File: src/rtl/mmio_pkg.sv
package mmio_pkg;

   // Byte distance between neighbouring slots in the low-address map.
   localparam int unsigned SLOT_STRIDE = 4;

   // Byte offset at which slot idx is decoded.
   function automatic int unsigned slot_offset(input int unsigned idx);
      return idx * SLOT_STRIDE;
   endfunction

   // Number of address bits needed to reach every slot.
   function automatic int unsigned map_bits(input int unsigned slots);
      return $clog2(slots * SLOT_STRIDE);
   endfunction

endpackage

File: src/rtl/mmio_slot_decode.sv
module mmio_slot_decode #(
   parameter int unsigned ADDR_W    = 8,
   parameter int unsigned NUM_SLOTS = 2
) (
   input  logic                 sel_i,
   input  logic                 enable_i,
   input  logic                 write_i,
   input  logic [ADDR_W-1:0]    addr_i,
   output logic [NUM_SLOTS-1:0] hit_o,
   output logic [NUM_SLOTS-1:0] wr_stb_o
);
   import mmio_pkg::*;

   localparam int unsigned NEED_W = map_bits(NUM_SLOTS);

   if (NUM_SLOTS < 1) begin : g_bad_slots
      $error("mmio_slot_decode: NUM_SLOTS must be at least 1");
   end
   if (NEED_W > ADDR_W) begin : g_bad_width
      $error("mmio_slot_decode: ADDR_W too narrow for NUM_SLOTS");
   end

   // The access cycle is the only one that may commit a write.
   logic access_wr;
   assign access_wr = sel_i & enable_i & write_i;

   for (genvar s = 0; s < NUM_SLOTS; s++) begin : g_slot
      localparam logic [ADDR_W-1:0] OFFS = ADDR_W'(slot_offset(s));
      // Full compare of every visible address bit: aliases are misses.
      assign hit_o[s]    = (addr_i == OFFS);
      assign wr_stb_o[s] = access_wr & hit_o[s];
   end

endmodule

File: src/rtl/mmio_ctl_bank.sv
module mmio_ctl_bank #(
   parameter int unsigned DATA_W    = 32,
   parameter int unsigned NUM_SLOTS = 2
) (
   input  logic                        clk_i,
   input  logic                        rst_ni,
   input  logic [NUM_SLOTS-1:0]        wr_stb_i,
   input  logic [DATA_W-1:0]           wdata_i,
   output logic [NUM_SLOTS*DATA_W-1:0] regs_o
);

   if (DATA_W < 1) begin : g_bad_data
      $error("mmio_ctl_bank: DATA_W must be at least 1");
   end

   for (genvar s = 0; s < NUM_SLOTS; s++) begin : g_reg
      logic [DATA_W-1:0] q;

      always_ff @(posedge clk_i or negedge rst_ni) begin
         if (!rst_ni) begin
            q <= '0;
         end else if (wr_stb_i[s]) begin
            q <= wdata_i;
         end
      end

      assign regs_o[s*DATA_W +: DATA_W] = q;
   end

endmodule

File: src/rtl/mmio_sw_readmux.sv
module mmio_sw_readmux #(
   parameter int unsigned DATA_W    = 32,
   parameter int unsigned NUM_SLOTS = 2
) (
   input  logic                 sel_i,
   input  logic [NUM_SLOTS-1:0] hit_i,
   input  logic [NUM_SLOTS-1:0] sw_i,
   output logic [DATA_W-1:0]    rdata_o
);

   logic sw_pick;

   // At most one hit is set, so an OR over masked switches is a mux.
   always_comb begin
      sw_pick = 1'b0;
      for (int s = 0; s < NUM_SLOTS; s++) begin
         sw_pick = sw_pick | (hit_i[s] & sw_i[s]);
      end
   end

   assign rdata_o = sel_i ? DATA_W'(sw_pick) : '0;

endmodule

File: src/rtl/mmio_latch_port.sv
module mmio_latch_port #(
   parameter int unsigned DATA_W    = 32,
   parameter int unsigned ADDR_W    = 8,
   parameter int unsigned NUM_SLOTS = 2,
   parameter int unsigned LED_SLOT  = 0
) (
   input  logic                        clk_i,
   input  logic                        rst_ni,
   input  logic                        bus_sel_i,
   input  logic                        bus_enable_i,
   input  logic                        bus_write_i,
   input  logic [ADDR_W-1:0]           bus_addr_i,
   input  logic [DATA_W-1:0]           bus_wdata_i,
   output logic [DATA_W-1:0]           bus_rdata_o,
   output logic                        bus_ready_o,
   output logic                        bus_err_o,
   input  logic [NUM_SLOTS-1:0]        switch_i,
   output logic [NUM_SLOTS*DATA_W-1:0] ctl_regs_o,
   output logic                        led_o
);

   if (LED_SLOT >= NUM_SLOTS) begin : g_bad_led
      $error("mmio_latch_port: LED_SLOT outside the slot range");
   end

   logic [NUM_SLOTS-1:0] hit;
   logic [NUM_SLOTS-1:0] wr_stb;

   mmio_slot_decode #(
      .ADDR_W    (ADDR_W),
      .NUM_SLOTS (NUM_SLOTS)
   ) u_decode (
      .sel_i    (bus_sel_i),
      .enable_i (bus_enable_i),
      .write_i  (bus_write_i),
      .addr_i   (bus_addr_i),
      .hit_o    (hit),
      .wr_stb_o (wr_stb)
   );

   mmio_ctl_bank #(
      .DATA_W    (DATA_W),
      .NUM_SLOTS (NUM_SLOTS)
   ) u_bank (
      .clk_i    (clk_i),
      .rst_ni   (rst_ni),
      .wr_stb_i (wr_stb),
      .wdata_i  (bus_wdata_i),
      .regs_o   (ctl_regs_o)
   );

   mmio_sw_readmux #(
      .DATA_W    (DATA_W),
      .NUM_SLOTS (NUM_SLOTS)
   ) u_rmux (
      .sel_i   (bus_sel_i),
      .hit_i   (hit),
      .sw_i    (switch_i),
      .rdata_o (bus_rdata_o)
   );

   // Zero-wait, error-free slave.
   assign bus_ready_o = 1'b1;
   assign bus_err_o   = 1'b0;
   assign led_o       = ctl_regs_o[LED_SLOT*DATA_W];

endmodule

File: config.mk
export PLATFORM = sky130hd
export DESIGN_NAME = mmio_latch_port
export DESIGN_NICKNAME = d
export VERILOG_FILES = /design/src/rtl/mmio_pkg.sv /design/src/rtl/mmio_slot_decode.sv /design/src/rtl/mmio_ctl_bank.sv /design/src/rtl/mmio_sw_readmux.sv /design/src/rtl/mmio_latch_port.sv
export SDC_FILE = /design/constraint.sdc
export NUM_CORES = 1
export LEC_CHECK = 0
export ABC_AREA = 1
export ABC_CLOCK_PERIOD_IN_PS = 1300
export BUFFER_PORTS_ARGS = -buffer_cell sky130_fd_sc_hd__buf_2
export CAP_MARGIN = 25
export CORE_MARGIN = 5
export CORE_UTILIZATION = 50
export DETAILED_ROUTE_END_ITERATION = 10
export PLACE_DENSITY_LB_ADDON = 0.12
export SLEW_MARGIN = 10
export SYNTH_ARGS = -nofsm -noshare
export SYNTH_HDL_FRONTEND = slang
export SYNTH_SLANG_ARGS = --single-unit
File: constraint.sdc
create_clock -name clk_i -period 1.3 [get_ports clk_i]
set_input_delay 0 -clock clk_i [delete_from_list [all_inputs] [get_ports clk_i]]
set_output_delay 0 -clock clk_i [all_outputs]
set_load 0.02 [all_outputs]
## Word level (Yosys, flattened, before mapping)

Cells that the tools add are included.
W data, S select, Z words.

- Output and inout bits: 99
- Logic and storage cells: 12
- Input port bits: 47
- Register bits after elaboration: 64

- Multiplexer cells: 1
- Equality and inequality tests: 1
- Reductions and logical operators: 1
- Bitwise logic cells: 7

Operators by type and width:

| kind | count |
|---|---|
| $eq A8 B3 Y1 const B | 1 |
| $logic_not A8 Y1 | 1 |
| $and A1 B1 Y1 | 6 |
| $mux W1 | 1 |
| $or A1 B1 Y1 | 1 |

## Longest topological paths before layout

- Depth after elaboration: 4
- Gate-level depth with buffers: 7
- Gate-level depth less buffers: 6

## Hierarchy

Synthesis repeated with hierarchy kept, for this count alone.

- Cell total of the unflattened synthesis: 332
- Area, all modules: 2897.8 sq um

By module, submodules not included:

| module | seq. area each (sq um) | cells an instance | area each (sq um) | times used |
|---|---|---|---|---|
| mmio_ctl_bank | 1601.5 | 272 | 2534.9 | 1 |
| mmio_sw_readmux | 0.0 | 36 | 256.5 | 1 |
| mmio_slot_decode | 0.0 | 19 | 76.3 | 1 |
| mmio_latch_port | 0.0 | 5 | 30.0 | 1 |

## Worst setup path after synthesis

No wires, ideal clock.

- Kind: input to register
- Start: input port bus_addr_i[7]
- End: register u_bank.g_reg[0].q[10]
- Arrival time: 695 ps
- Slack: 488 ps
- Path buffers: 1
- Stages on the path: 7
- Setup time: 117 ps
- Data required time: 1183 ps
- Cells stage by stage: nor2_2 > nand2_4 > nor2_8 > nand2_4 > buf_6 > nand2_1 > nand2_1

- Longest elaborated chain between the ends: 2

RTL lines:

| element | RTL line | RTL |
|---|---|---|
| start: declaration | mmio_latch_port.sv:12 | `input logic [ADDR_W-1:0] bus_addr_i,` |
| $logic_not A8 Y1 | mmio_slot_decode.sv:30 | `assign hit_o[s] = (addr_i == OFFS);` |
| $and A1 B1 Y1 | mmio_slot_decode.sv:31 | `assign wr_stb_o[s] = access_wr & hit_o[s];` |
| end signal: assignment | mmio_ctl_bank.sv:23 | `q <= wdata_i;` |
| end: declaration | mmio_ctl_bank.sv:17 | `logic [DATA_W-1:0] q;` |

No other way between the ends.
A chain may end at the register's enable or synchronous reset.

## Worst setup path after layout

- Start: register u_bank.g_reg[1].q[24]
- End: output port ctl_regs_o[56]

RTL lines:

| element | RTL line | RTL |
|---|---|---|
| start: declaration | mmio_ctl_bank.sv:17 |  |
| start signal: assignment | mmio_ctl_bank.sv:23 |  |
| end: declaration | mmio_latch_port.sv:18 | `output logic [NUM_SLOTS*DATA_W-1:0] ctl_regs_o,` |

No word-level cell between the ends.

==> impl_metrics.csv <==
group,metric,value,unit
status,status,"finished, final reports clean",
synthesis,yosys_warnings,0,
critical_path,crit_path_end,"ctl_regs_o[56]",
cts,cts_setup_buffers,0,
cts,clkTransAtPathRegs,0.07,ns
routing,viasPerCell,4.71,
critical_path,path_depth,1,
sta,fin_skew,0,ns
cts,hold_buffers,33,
power_and_ir_drop,ir_worst_vdd,0.000633,V
routing,drt-initial-drc-count,119,
cts,clock-sinks,64,
synthesis,ys_types,15,
placed_design,place_inst,505,
routing,wl_per_cell,13.7,um
sta,grt_setup_unrepaired,"no",
global_routing,grt_pass1_vias,2555,
synthesis,syn_area_per_cell,8.95,um^2
critical_path,reg2reg_depth,2,
power_and_ir_drop,switchingPower,1.05,mW
synthesis,async_reset_ff_frac,1.00,
cts,htree_levels,3,
synthesis,netlist.area_leader.share,0.536,
synthesis,syn_area,2990,um^2
critical_path,critical_path_arrival,0.89,ns
layout,seq_area,1600,um^2
power_and_ir_drop,swShare,0.231,
floorplanning,rows,28,
critical_path,path_cells,"buf_2",
sta,period_needed,0.894,ns
sta,min_period_over_period,0.688,
layout,diodes,0,
routing,antenna_left,0,
synthesis,synth-seq-cells,64,
global_routing,grt_max_degree,65,
power_and_ir_drop,pwr-share-clk,0.456,
layout,syn2layout_area_growth,33.9,%
routing,vias,2610,
critical_path,critPathLaunch,"u_bank.g_reg[1].q[24]",
cts,clk_latency,0.32,ns
synthesis,synth_flop_cell,"dfrtp_1",
floorplanning,die_area,7630,um^2
routing,drc,0,
synthesis,ys_seq_area_frac,0.536,
layout,reg_top3,"u_bank.g.q (64)",
floorplanning,fp.dieH,87.3,um
global_routing,gr-usage-all-layers,0.205,
layout,largest_register_ffs,64,
floorplanning,core_area,5850,um^2
critical_path,cp-start-kind,"register",
routing,first_pass_iters,4,
critical_path,cpMaxStageDelayCell,"dfrtp_1",
layout,multi_input_area,1070,um^2
critical_path,critPathKind,"reg2out",
sta,hold_viol,0,
power_and_ir_drop,powerDensity,1140,nW/um^2
global_routing,overflow,0,
cts,root_buffer,"clkbuf_8",
power_and_ir_drop,power.internal,3.51,mW
sta,slew_violations,0,
synthesis,yosys-top-cells-count,"nand2_1, nand3_1, dfrtp_1",
sta,setup_viol,0,
cts,clk_path_buf_depth,2,
synthesis,netlist_instances,334,
critical_path,cp_max_fo,2,
job,max_cap_violations,0,
critical_path,r2r_setup_slack,0.65,ns
synthesis,yosys.area.top_type,"dfrtp_1",
global_routing,grt_pass1_wl,12200,um
cts,cts_resized,0,
critical_path,worstReg2RegEnd,"u_bank.g_reg[1].q[2]",
layout,regMostFlops,"u_bank.g.q",
power_and_ir_drop,p_leak,2.52,nW
placed_design,dp_hpwl,4960,um
cts,cts_buffers,9,
placed_design,gp_congestion,0.741,
synthesis,synth_edf_count,0,
floorplanning,initial_core_util,0.511,
critical_path,cpLargestDelayFamily,"flip-flops",
critical_path,crit_buf_inv,1,
synthesis,synthTopCellsByArea,"dfrtp_1, nand2_1, buf_4, nand3_1, buf_6",
hold_path,min_path_type,"in2async",
sta,max_freq,1.12,GHz
layout,fin_cells,554,
power_and_ir_drop,total_power,4.57,mW
layout,nNetsFinal,521,
floorplanning,fp.dieW,87.3,um
placed_design,placed_cell_area,3430,um^2
sta,finalSetupTns,0,ns
synthesis,yosysMostFrequentCell,"nand2_1",
critical_path,worstPathRequired,1.30,ns
routing,wirelength,7620,um
critical_path,endpoint_kind,"output pin",
critical_path,reg2reg_from,"u_bank.g_reg[1].q[2]",
floorplanning,ios,146,
placed_design,portBuffers,112,
cts,cts_tree,"yes",
sta,holdWs,0.202,ns
global_routing,antenna_found_initial,0,
critical_path,worst_path_largest_cell_delay,0.40,ns
layout,fill_cells,508,
power_and_ir_drop,combPwrFrac,0.098,
layout,stdcell_area,4000,um^2
layout,drive_above_1_share,0.299,
power_and_ir_drop,p_seq_frac,0.446,
## cells in the final DEF, fill, tap and decap left out
cell,n
nor2_1,2
buf_4,3
nand2_4,3
dlygate4sd3_1,33
clkbuf_8,10
buf_2,112
conb_1,33
and3_4,1
clkbuf_1,1
dfrtp_1,64
bufinv_16,3
a21oi_1,1
nand3_2,1
clkinv_2,1
inv_1,5
buf_12,3
nand2_1,132
nand3_1,65
nor2_2,3
clkinv_4,1
nor2_8,2
## worst min path at each step
stage	slack [ns]	to	from	depth (start not counted)
3_3_place_gp	0.04	u_bank.g_reg[0].q[6]	rst_ni	2
3_5_place_dp	0.04	u_bank.g_reg[0].q[5]	rst_ni	2
4_1_cts	0.21	u_bank.g_reg[0].q[29]	bus_sel_i	4
6_report	0.20	u_bank.g_reg[0].q[5]	rst_ni	3
2_1_floorplan	-0.30	u_bank.g_reg[0].q[0]	rst_ni	0
5_1_grt	0.23	u_bank.g_reg[0].q[24]	bus_sel_i	4
## stage by stage
stage,setup slack [ns],utilization
after detailed placement,0.192,0.586
after global placement,0.218,0.586
final,0.406,0.684
after global routing,0.332,0.684
after CTS,0.396,0.684
after floorplan,0.488,-
## cell type report
class	count	area share
clock buffer	11	0.0353
clock inverter	5	0.0259
inverter	5	0.00469
multi-input combinational	243	0.268
sequential	64	0.400
tap	75	0.0234
timing repair buffer	151	0.243
## kinds of logic (layout without fill, tap and decap cells)
| family | after synthesis | in the layout | share of synthesized area |
|---|---|---|---|
| flops | 64 | 64 | 0.536 |
| compound gates | 1 | 1 | 0.00167 |
| other cells | 2 | 33 | 0.00251 |
| buf+inv | 58 | 172 | 0.145 |
| simple gates | 209 | 209 | 0.315 |
## metal layers
metal | global-route usage | vias up | routed length [um]
li1 | - | 1266 | -
met1 | 0.267 | 1221 | 3110
met2 | 0.331 | 108 | 3730
met3 | 0.0454 | 15 | 607
met4 | 0.0823 | 0 | 163
met5 | 0 | - | 0
## power groups by stage
stage | Clock [mW] | Sequential (mW) | Combinational [mW]
floorplan | 0 | 2.11 | 0.231
global placement | 0 | 2.07 | 0.366
detailed placement | 0 | 2.07 | 0.368
CTS | 2.11 | 2.04 | 0.445
global route | 2.21 | 2.04 | 0.489
finish | 2.08 | 2.04 | 0.448
Note: power is estimated with default switching activity, not from simulation.
